$ cat config.mk
export PLATFORM = sky130hd
export DESIGN_NAME = bundle_dispatch
export DESIGN_NICKNAME = d
export VERILOG_FILES = /design/src/rtl/disp_pkg.sv /design/src/rtl/disp_form_decode.sv /design/src/rtl/disp_slot_split.sv /design/src/rtl/disp_out_stage.sv /design/src/rtl/bundle_dispatch.sv
export SDC_FILE = /design/constraint.sdc
export NUM_CORES = 1
export LEC_CHECK = 0
export BUFFER_PORTS_ARGS = -buffer_cell sky130_fd_sc_hd__buf_2
export CORE_AREA = 2 2 278 280
export CTS_CLUSTER_SIZE = 30
export DETAILED_ROUTE_END_ITERATION = 10
export DIE_AREA = 0 0 280 282
export PLACE_DENSITY = 0.31
export SYNTH_ARGS = -nofsm -noshare
export SYNTH_HDL_FRONTEND = slang
export SYNTH_SLANG_ARGS = --single-unit
$ cat constraint.sdc
create_clock -name clk -period 1.6 [get_ports clk]
set_input_delay 0.24 -clock clk [delete_from_list [all_inputs] [get_ports clk]]
set_output_delay 0.24 -clock clk [all_outputs]
set_load 0.05 [all_outputs]
$ cat src/rtl/disp_pkg.sv
// Shared types and identifier codes for the bundle dispatcher.
// Assumes a 12-bit identifier field at the top of the word.
package disp_pkg;
    typedef enum logic [2:0] {
        FORM_NONE   = 3'd0,
        FORM_SHORT4 = 3'd1,
        FORM_LONG   = 3'd2,
        FORM_CFG    = 3'd3,
        FORM_XLONG  = 3'd4
    } form_e;

    localparam logic [11:0] ID_SHORT4 = 12'h001;
    localparam logic [11:0] ID_LONG   = 12'h002;
    localparam logic [11:0] ID_CFG    = 12'h004;
    localparam logic [11:0] ID_XLONG  = 12'h008;
endpackage

$ cat src/rtl/disp_form_decode.sv
// Maps the identifier field to a bundle form; flags codes that are not legal.
// Assumes ID_W >= 4 so that every code fits.
module disp_form_decode
    import disp_pkg::*;
#(
    parameter int ID_W = 12
) (
    input  logic [ID_W-1:0] id,
    output form_e           form,
    output logic            bad
);
    // Purpose: one-hot code lookup, default is the illegal case.
    always_comb begin
        form = FORM_NONE;
        bad  = 1'b0;
        if (id == ID_W'(ID_SHORT4))      form = FORM_SHORT4;
        else if (id == ID_W'(ID_LONG))   form = FORM_LONG;
        else if (id == ID_W'(ID_CFG))    form = FORM_CFG;
        else if (id == ID_W'(ID_XLONG))  form = FORM_XLONG;
        else                             bad  = 1'b1;
    end
endmodule

$ cat src/rtl/disp_slot_split.sv
// Cuts a stored payload into short, long and control slots.
// Assumes the long slot spans exactly the short slots' bits.
module disp_slot_split #(
    parameter int SHORT_W   = 37,
    parameter int NUM_SHORT = 4,
    parameter int CTRL_W    = 32,
    localparam int LONG_W   = SHORT_W * NUM_SHORT,
    localparam int PAY_W    = LONG_W + CTRL_W
) (
    input  logic [PAY_W-1:0]  payload,
    output logic [LONG_W-1:0] short_flat,
    output logic [LONG_W-1:0] long_slot,
    output logic [CTRL_W-1:0] ctrl_slot
);
    // Purpose: one slice per scalar slot, slot k above the control field.
    for (genvar k = 0; k < NUM_SHORT; k++) begin : g_short
        assign short_flat[k*SHORT_W +: SHORT_W] = payload[CTRL_W + k*SHORT_W +: SHORT_W];
    end

    assign long_slot = payload[PAY_W-1:CTRL_W];
    assign ctrl_slot = payload[CTRL_W-1:0];
endmodule

$ cat src/rtl/disp_out_stage.sv
// Registers the payload once plus per-form valid flags; holds all while stalled.
// Assumes load is only high when hold is low.
module disp_out_stage
    import disp_pkg::*;
#(
    parameter int PAY_W     = 180,
    parameter int NUM_SHORT = 4
) (
    input  logic                 clk,
    input  logic                 rst_n,
    input  logic                 load,
    input  logic                 hold,
    input  form_e                form,
    input  logic                 bad,
    input  logic [PAY_W-1:0]     payload_in,
    output logic [PAY_W-1:0]     payload_q,
    output logic [NUM_SHORT-1:0] short_v,
    output logic                 long_v,
    output logic                 ctrl_v,
    output logic                 cfg_v,
    output logic                 xlong_v,
    output logic                 bad_q
);
    // Purpose: capture one accepted word, clear flags when idle, freeze on hold.
    always_ff @(posedge clk) begin
        if (!rst_n) begin
            payload_q <= '0;
            short_v   <= '0;
            long_v    <= 1'b0;
            ctrl_v    <= 1'b0;
            cfg_v     <= 1'b0;
            xlong_v   <= 1'b0;
            bad_q     <= 1'b0;
        end else if (!hold) begin
            if (load) begin
                payload_q <= payload_in;
                short_v   <= {NUM_SHORT{form == FORM_SHORT4}};
                long_v    <= (form == FORM_LONG);
                ctrl_v    <= (form == FORM_SHORT4) || (form == FORM_LONG);
                cfg_v     <= (form == FORM_CFG);
                xlong_v   <= (form == FORM_XLONG);
                bad_q     <= bad;
            end else begin
                short_v   <= '0;
                long_v    <= 1'b0;
                ctrl_v    <= 1'b0;
                cfg_v     <= 1'b0;
                xlong_v   <= 1'b0;
                bad_q     <= 1'b0;
            end
        end
    end
endmodule

$ cat src/rtl/bundle_dispatch.sv
// Top: accepts a wide instruction word and issues its slots one cycle later.
// Assumes the identifier sits in the top ID_W bits, the control slot in the bottom.
module bundle_dispatch
    import disp_pkg::*;
#(
    parameter int ID_W      = 12,
    parameter int SHORT_W   = 37,
    parameter int NUM_SHORT = 4,
    parameter int CTRL_W    = 32,
    localparam int LONG_W   = SHORT_W * NUM_SHORT,
    localparam int PAY_W    = LONG_W + CTRL_W,
    localparam int WORD_W   = PAY_W + ID_W
) (
    input  logic                 clk,
    input  logic                 rst_n,
    input  logic                 in_valid,
    output logic                 in_ready,
    input  logic [WORD_W-1:0]    in_word,
    input  logic                 stall,
    output logic [NUM_SHORT-1:0] short_valid,
    output logic [LONG_W-1:0]    short_slot,
    output logic                 long_valid,
    output logic [LONG_W-1:0]    long_slot,
    output logic                 ctrl_valid,
    output logic [CTRL_W-1:0]    ctrl_slot,
    output logic                 cfg_valid,
    output logic                 xlong_valid,
    output logic [PAY_W-1:0]     solo_word,
    output logic                 illegal
);
    form_e            form;
    logic             bad;
    logic             accept;
    logic [PAY_W-1:0] payload_q;

    // Purpose: handshake, ready only when downstream is free.
    assign in_ready = ~stall;
    assign accept   = in_valid & ~stall;

    disp_form_decode #(.ID_W(ID_W)) u_decode (
        .id   (in_word[WORD_W-1 -: ID_W]),
        .form (form),
        .bad  (bad)
    );

    disp_out_stage #(.PAY_W(PAY_W), .NUM_SHORT(NUM_SHORT)) u_stage (
        .clk        (clk),
        .rst_n      (rst_n),
        .load       (accept),
        .hold       (stall),
        .form       (form),
        .bad        (bad),
        .payload_in (in_word[PAY_W-1:0]),
        .payload_q  (payload_q),
        .short_v    (short_valid),
        .long_v     (long_valid),
        .ctrl_v     (ctrl_valid),
        .cfg_v      (cfg_valid),
        .xlong_v    (xlong_valid),
        .bad_q      (illegal)
    );

    disp_slot_split #(.SHORT_W(SHORT_W), .NUM_SHORT(NUM_SHORT), .CTRL_W(CTRL_W)) u_split (
        .payload    (payload_q),
        .short_flat (short_slot),
        .long_slot  (long_slot),
        .ctrl_slot  (ctrl_slot)
    );

    assign solo_word = payload_q;
endmodule

==> reports/results.tsv, run 1 <==
stage	metric	value	unit
cts	ctsHtreeMaxLevel	4	
timing	grt_setup_unrepaired	no	
timing	slew_headroom	0.587	
floorplanning	die_h	282	µm
power_and_ir_drop	power_frac_seq	0.376	
setup_path	crit_slowest_cell	dfxtp_1	
cts	tritoncts	built	
synthesis	synth-main-ff-cell	dfxtp_1	
place	dp.cells	2498	
setup_path	reg2reg_slack	0.85	ns
cts	post_cts_resized	0	
setup_path	endpoint_kind	primary output	
setup_path	startpoint_type	flip-flop	
place	port-buffer-count	713	
power_and_ir_drop	ir_drop	0.631	mV
routing	wl_per_cell	13.1	µm
synthesis	syn_area	9450	µm²
routing	post-route-drc-count	0	
cells_and_area	drive_above_1_share	0.461	
setup_path	path_cells	buf_2	
cts	cts_made_buffers	17	
synthesis	yosysSeqAreaShare	0.394	
timing	fmax	663	MHz
setup_path	worst-path-max-fanout	4	
routing	routed-wl-met3	2050	µm
timing	hold_ws	0.0472	ns
power_and_ir_drop	sw_frac_of_total	0.389	
timing	clock_skew	0	ns
timing	setup_violations	0	
floorplanning	dieArea	79000	µm²
synthesis	synth-async-reset-ratio	0	
place	place_area	12000	µm²
cells_and_area	fin_util	0.189	
cts	cts_buffer_depth	2	
timing	setup_ws	0.0917	ns
global_route	grt_overflow	0	
power_and_ir_drop	power.density	944	nW/µm²
synthesis	synth_fp_nets	1348	
routing	detail_route.first_pass.iterations	4	
global_route	grt_pass1_vias	8286	
timing	final.period_utilization	0.943	
place	place_ws	0.169	ns
setup_path	cp.required	1.36	ns
cells_and_area	synthToLayoutAreaGrowth	51.1	%
power_and_ir_drop	comb_power_share	0.290	
global_route	antenna_found_initial	2	
cells_and_area	layout.nets	1909	
global_route	grtUsageTotal	0.0842	
cts	clk_latency	0.47	ns
timing	finalHoldViolCount	0	
routing	wirelength	35500	µm
hold_path	hold_depth	3	
setup_path	ff2ff_path_depth	2	
global_route	grt_pass1_wl	49800	µm
timing	finalSetupTns	0	ns
cts	postCtsSetupRepairBufs	0	
flow_run	maxCapViolCount	0	
hold_path	hold_path_startpoint	in_word[154]	
run_status	outcome	complete, no violations	
cells_and_area	nFillCells	8622	
setup_path	rr_endpoint	u_stage.payload_q[164]	
floorplanning	core_area	75700	µm²
place	place_hpwl	27500	µm
cells_and_area	n_antenna_cell	0	
setup_path	r2r_start	u_stage.payload_q[164]	
setup_path	critPathArrivalTime	1.27	ns
synthesis	avgSynthCellArea	8.21	µm²
hold_path	hold_path_end	u_stage.payload_q[154]	
synthesis	synthCells	1152	
routing	topRoutingLayerUsed	met5	
place	gp_congestion	0.716	
power_and_ir_drop	intPower	8.23	mW
power_and_ir_drop	design_power_total	13.5	mW
power_and_ir_drop	p_leak	7.20	nW
setup_path	critical_path_class	flip-flop to primary output	
cts	clk_pin_slew	0.08	ns
routing	drt_iter0_markers	279	
cells_and_area	design_area	14300	µm²
cells_and_area	multi_input_area	2960	µm²
synthesis	ys_warn_count	0	
routing	ant_nets	0	
cells_and_area	ff_latch_area	3720	µm²
setup_path	crit_family	flip-flops	
floorplanning	ios	714	
floorplanning	fp.dieW	280	µm
timing	tightest_slew	0.611	ns
routing	vias	8998	
routing	routed_via_density	3.33	
floorplanning	num_rows	101	
setup_path	max_stage_delay	0.46	ns
floorplanning	start_util	0.125	
cells_and_area	final_cells	2704	
power_and_ir_drop	netSwitchingPower	5.25	mW
cts	numClockSinks	186	
cts	cts-root-buf	clkbuf_16	
power_and_ir_drop	p_clk_frac	0.334	
global_route	grt_start_max_net_pins	81	
synthesis	synth.distinct_cells	22	
synthesis	ys_ff_latch	186	
routing	route.met2.wl	18300	µm
timing	fin_crit	1.51	ns
routing	met1_length	14600	µm
setup_path	crit_buf_inv	1	
hold_path	holdCritPathClass	input port to flip-flop	
timing	slew_viol_final	0	
synthesis	synth_edf_count	0	
[power by group through the flow]
stage | registers, mW | logic, mW | clock network (mW)
global route | 5.10 | 4.13 | 4.94
floorplan | 5.83 | 2.33 | 0
global placement | 5.17 | 3.63 | 0
detailed placement | 5.18 | 3.61 | 0
CTS | 5.07 | 3.96 | 4.78
finish | 5.06 | 3.92 | 4.50
[kinds of logic (layout without fill, tap and decap cells)]
family / count (synthesis) / after routing / synth area share
simple gates: 383 / 383 / 0.160
flops: 186 / 186 / 0.394
xor+xnor: 2 / 2 / 0.00185
buf+inv: 393 / 967 / 0.295
compound gates: 188 / 188 / 0.150
[worst max path at each step]
stage / slack [ns] / depth (start not counted) / end / start
finish: 0.09 / 1 / long_slot[68] / u_stage.payload_q[100]
global route: 0.01 / 1 / long_slot[68] / u_stage.payload_q[100]
CTS: -0.009 / 1 / long_slot[99] / u_stage.payload_q[131]
detailed placement: 0.17 / 6 / u_stage.payload_q[43] / stall
global placement: 0.23 / 6 / u_stage.payload_q[120] / stall
floorplan: 0.39 / 3 / u_stage.bad_q / in_word[189]
[final cells by class]
cell class	instances	area share
clock inverters	13	0.00911
clock buffers	19	0.0317
flip-flops and latches	186	0.261
well taps	978	0.0857
multi-input cells	573	0.207
repair buffers	934	0.405
inverters	1	0.000263
[cells in the final DEF, fill, tap and decap left out]
| cell type | n |
|---|---|
| buf_2 | 712 |
| nand2_1 | 365 |
| dfxtp_1 | 186 |
| dlygate4sd3_1 | 174 |
| a21boi_1 | 101 |
| a21boi_0 | 84 |
| buf_4 | 38 |
| clkbuf_16 | 17 |
| buf_12 | 10 |
| nand4_1 | 5 |
| inv_6 | 4 |
| nor2b_1 | 3 |
| clkinv_2 | 3 |
| inv_8 | 3 |
| nor2_1 | 2 |
| xor2_1 | 2 |
| nor4b_1 | 2 |
| clkbuf_8 | 2 |
| nor2b_4 | 1 |
| nand2b_4 | 1 |
| nor4_2 | 1 |
| nor4_4 | 1 |
| nand3b_1 | 1 |
| a41oi_1 | 1 |
| a32o_1 | 1 |
| nor4bb_1 | 1 |
| o2111ai_1 | 1 |
| inv_1 | 1 |
| bufinv_16 | 1 |
| clkinv_4 | 1 |
| clkinvlp_4 | 1 |
[Yosys cell counts (all sizes together), types with 2 or more instances]
cell type / instances / area share
dfxtp: 186 / 0.39
a21boi: 185 / 0.15
buf: 372 / 0.29
nor4b: 2 / 0.0019
nand2: 365 / 0.14
nor2: 2 / 0.00079
nor2b: 4 / 0.0026
xor2: 2 / 0.0019
nor4: 2 / 0.0036
nand4: 5 / 0.0033
clkbuf: 20 / 0.0079
[sequential cells by signal, indices dropped and copies added (netlist names)]
signal / flops
u_stage.bad_q: 1
u_stage.cfg_v: 1
u_stage.ctrl_v: 1
u_stage.long_v: 1
u_stage.payload_q: 180
u_stage.short_v: 1
u_stage.xlong_v: 1
[routing by layer]
metal,vias to the layer above,GRT usage
met5,-,0
met4,2,0.0288
met3,22,0.0230
met2,392,0.150
met1,4143,0.0968
li1,4439,-
[worst reg2reg max path: cells and delay by family, from the launching register on]
| family | cells | cell delay [ns] |
|---|---|---|
| compound gates | 1 | 0.15 |
| simple gates | 1 | 0.07 |
| flops | 1 | 0.46 |
[repair_timing]
action	4_1_cts	5_1_grt
hold endpoints to repair	174	0
hold buffers	174	0
endpoints found under the setup margin	3	0
No activity file was read; power rests on OpenSTA's default activity.
==> run 2: changes to the inputs <==
--- a/config.mk
+++ b/config.mk
@@ -13,4 +13,5 @@
 export PLACE_DENSITY = 0.31
 export SYNTH_ARGS = -nofsm -noshare
 export SYNTH_HDL_FRONTEND = slang
+export SYNTH_HIERARCHICAL = 1
 export SYNTH_SLANG_ARGS = --single-unit
==> reports/results.tsv, run 2 <==
stage	metric	value	unit	change
timing	setup_violations	0		unchanged
floorplanning	fp.dieW	280	µm	unchanged
routing	route.met2.wl	19100	µm	+4.5%
synthesis	yosys.cell_count.top_type	nand2_1		
timing	grt_setup_unrepaired	yes		
power_and_ir_drop	p_clk_frac	0.365		+0.031
floorplanning	dieArea	79000	µm²	unchanged
cts	ctsHtreeMaxLevel	4		unchanged
cts	cts_buffer_depth	2		unchanged
power_and_ir_drop	intPower	8.01	mW	-2.6%
routing	routed_via_density	3.28		-1.3%
power_and_ir_drop	ir_drop	0.718	mV	+14%
hold_path	holdCritPathClass	input port to flip-flop		
timing	final.period_utilization	0.937		-0.00556
global_route	grt_overflow	0		unchanged
timing	finalSetupTns	0	ns	unchanged
power_and_ir_drop	design_power_total	12.6	mW	-6.5%
place	port-buffer-count	713		unchanged
setup_path	setup.worst_path.start	u_stage/payload_q[66]		
routing	vias	8924		-0.82%
synthesis	synth_area_leaders	dfxtp_1 39%, buf_4 27%, nand2_1 14%		
global_route	grt_pass1_vias	8546		+3.1%
synthesis	ys_ff_latch	186		unchanged
setup_path	critPathCapture	long_slot[34]		
cells_and_area	fin_util	0.191		+0.00268
cells_and_area	design_area	14500	µm²	+1.4%
global_route	grtUsageTotal	0.0890		+0.00483
synthesis	syn_area	9500	µm²	+0.49%
setup_path	crit_buf_inv	1		unchanged
floorplanning	die_h	282	µm	unchanged
synthesis	avgSynthCellArea	8.23	µm²	+0.23%
synthesis	synth_top_cell_by_area	dfxtp_1		
timing	tightest_slew	0.352	ns	-0.259 ns
synthesis	synth.top_cell.area_share	0.392		-0.00192
timing	finalHoldViolCount	0		unchanged
routing	detail_route.first_pass.iterations	4		unchanged
cells_and_area	top_register	u_stage/payload_q		
routing	drt_iter0_markers	265		-5.0%
setup_path	rr_endpoint	u_stage/xlong_v		
setup_path	r2r_start	u_stage/xlong_v		
synthesis	yosysSeqAreaShare	0.392		-0.00192
setup_path	max_stage_delay	0.46	ns	about the same
power_and_ir_drop	comb_power_share	0.243		-0.047
global_route	antenna_found_initial	1		-1
cells_and_area	final_common_cell	buf_2		
synthesis	ys_warn_count	6		+6
global_route	grt_pass1_wl	52300	µm	+5.0%
cells_and_area	synthToLayoutAreaGrowth	52.5	%	
power_and_ir_drop	netSwitchingPower	4.59	mW	-13%
timing	clock_skew	0	ns	unchanged
timing	slew_viol_final	0		unchanged
synthesis	synth_commonest_cells	365 x nand2_1, 344 x buf_4, 186 x dfxtp_1		
cells_and_area	mostFrequentLayoutCells	705 x buf_2, 365 x nand2_1, 182 x dfxtp_1		
floorplanning	start_util	0.126		+0.000612
cells_and_area	n_antenna_cell	0		unchanged
cts	cts_made_buffers	17		unchanged
timing	slew_headroom	0.767		+0.180
timing	fin_crit	1.50	ns	-0.00889 ns
cts	clk_pin_slew	0.09	ns	about the same
synthesis	synthCells	1155		+0.26%
routing	wirelength	37500	µm	+5.5%
synthesis	synth_edf_count	0		unchanged
floorplanning	core_area	75700	µm²	unchanged
synthesis	synth.distinct_cells	27		+23%
routing	ant_nets	0		unchanged
routing	wl_per_cell	13.8	µm	+4.9%
synthesis	synth-async-reset-ratio	0		unchanged
routing	met1_length	16200	µm	+11%
power_and_ir_drop	power.density	870	nW/µm²	-7.8%
setup_path	ff2ff_path_depth	3		+1
run_status	outcome	complete, no violations		
setup_path	path_depth	1		unchanged
setup_path	cp.required	1.36	ns	about the same
cells_and_area	final_cells	2718		+0.52%
floorplanning	num_rows	101		unchanged
power_and_ir_drop	p_leak	7.24	nW	+0.49%
setup_path	critPathArrivalTime	1.26	ns	about the same
cells_and_area	largest_reg_flops	180		unchanged
flow_run	maxCapViolCount	0		unchanged
place	place_area	12100	µm²	+1.2%
cts	clk_latency	0.48	ns	about the same
cts	cts-root-buf	clkbuf_16		
setup_path	endpoint_kind	primary output		
cells_and_area	nFillCells	8505		-1.4%
setup_path	crit_slowest_cell	dfxtp_1		
setup_path	path_cells	buf_2		
power_and_ir_drop	power_frac_seq	0.392		+0.016
setup_path	crit_family	flip-flops		
timing	fmax	667	MHz	+0.59%
floorplanning	ios	714		unchanged
cts	tritoncts	built		
routing	routed-wl-met3	1670	µm	-18%
cts	numClockSinks	186		unchanged
cells_and_area	layout.nets	1923		+0.73%
global_route	grt_start_max_net_pins	67		-17%
routing	post-route-drc-count	0		unchanged
setup_path	startpoint_type	flip-flop		
power_and_ir_drop	sw_frac_of_total	0.364		-0.0254
synthesis	synth-main-ff-cell	dfxtp_1		
place	place_hpwl	29300	µm	+6.5%
place	gp_congestion	0.732		+2.2%
place	dp.cells	2511		+0.52%
synthesis	synth_fp_nets	1351		+0.22%
setup_path	critical_path_class	flip-flop to primary output		
setup_path	reg2reg_slack	0.81	ns	-0.04 ns
setup_path	worst-path-max-fanout	4		unchanged
cells_and_area	drive_above_1_share	0.468		+0.00663
routing	topRoutingLayerUsed	met4		
[run 2: changes by cell type after synthesis, sizes merged, moves of 2 or more]
| cell | before | now |
|---|---|---|
| nand3 | 0 | 4 |
| a21boi | 185 | 180 |
| buf | 372 | 374 |
| o21ai | 0 | 2 |
| nor4 | 2 | 5 |
| xnor2 | 0 | 3 |
| nand4 | 5 | 0 |
| nor2 | 2 | 0 |
[run 2: power by group through the flow]
| stage | clock network, mW | logic, mW | registers [mW] |
|---|---|---|---|
| 6_report | 4.60 | 3.06 | 4.95 |
| 5_1_grt | 5.09 | 3.23 | 4.97 |
| 4_1_cts | 4.94 | 3.10 | 4.95 |
| 3_5_place_dp | 0 | 2.74 | 5.06 |
| 3_3_place_gp | 0 | 2.75 | 5.05 |
| 2_1_floorplan | 0 | 1.72 | 5.52 |
[run 2: per-layer routing]
metal / vias to the layer above / global-route usage
met5: - / 0
met1: 4144 / 0.108
li1: 4465 / -
met2: 299 / 0.155
met3: 16 / 0.0206
met4: 0 / 0.0271
[run 2: worst min path at each step]
| stage | from | to | cells after the start |
|---|---|---|---|
| 2_1_floorplan | in_word[100] | u_stage/payload_q[100] | 2 |
| 3_3_place_gp | u_stage/payload_q[2] | u_stage/payload_q[2] | 2 |
| 3_5_place_dp | u_stage/cfg_v | u_stage/cfg_v | 2 |
| 4_1_cts | in_word[99] | u_stage/payload_q[99] | 3 |
| 5_1_grt | in_word[99] | u_stage/payload_q[99] | 3 |
| 6_report | in_word[99] | u_stage/payload_q[99] | 3 |
[run 2: final cells by class]
cell class / instances / area, µm² / share of cell area
clock inverter: 15 / 190 / 0.0131
tap: 978 / 1220 / 0.0845
sequential: 186 / 3730 / 0.257
inverter: 1 / 3.75 / 0.000259
multi-input combinational: 575 / 2980 / 0.206
clock buffer: 17 / 425 / 0.0294
timing repair buffer: 946 / 5930 / 0.409
[run 2: kinds of logic (layout without fill, tap and decap cells)]
family	Yosys count	after routing	share of synthesized area
buf+inv	394	979	0.297
simple gates	386	386	0.161
flops	186	186	0.392
compound gates	185	185	0.146
xor+xnor	4	4	0.00369
[run 2: timing repair]
item                                    in CTS  in global routing
endpoints found under the hold margin      175                  0
hold buffers                               175                  0
buffers inserted                             0                  0
endpoints found under the setup margin       8                  8
gates resized for setup                      7                  4
[run 2: through the flow]
step	setup WS (ns)	hold WS, ns
after floorplan	0.0798	0.375
after global placement	-0.211	0.463
after detailed placement	-0.241	0.462
after CTS	-0.0508	0.00448
after global routing	-0.00653	0.000928
final	0.101	0.0486
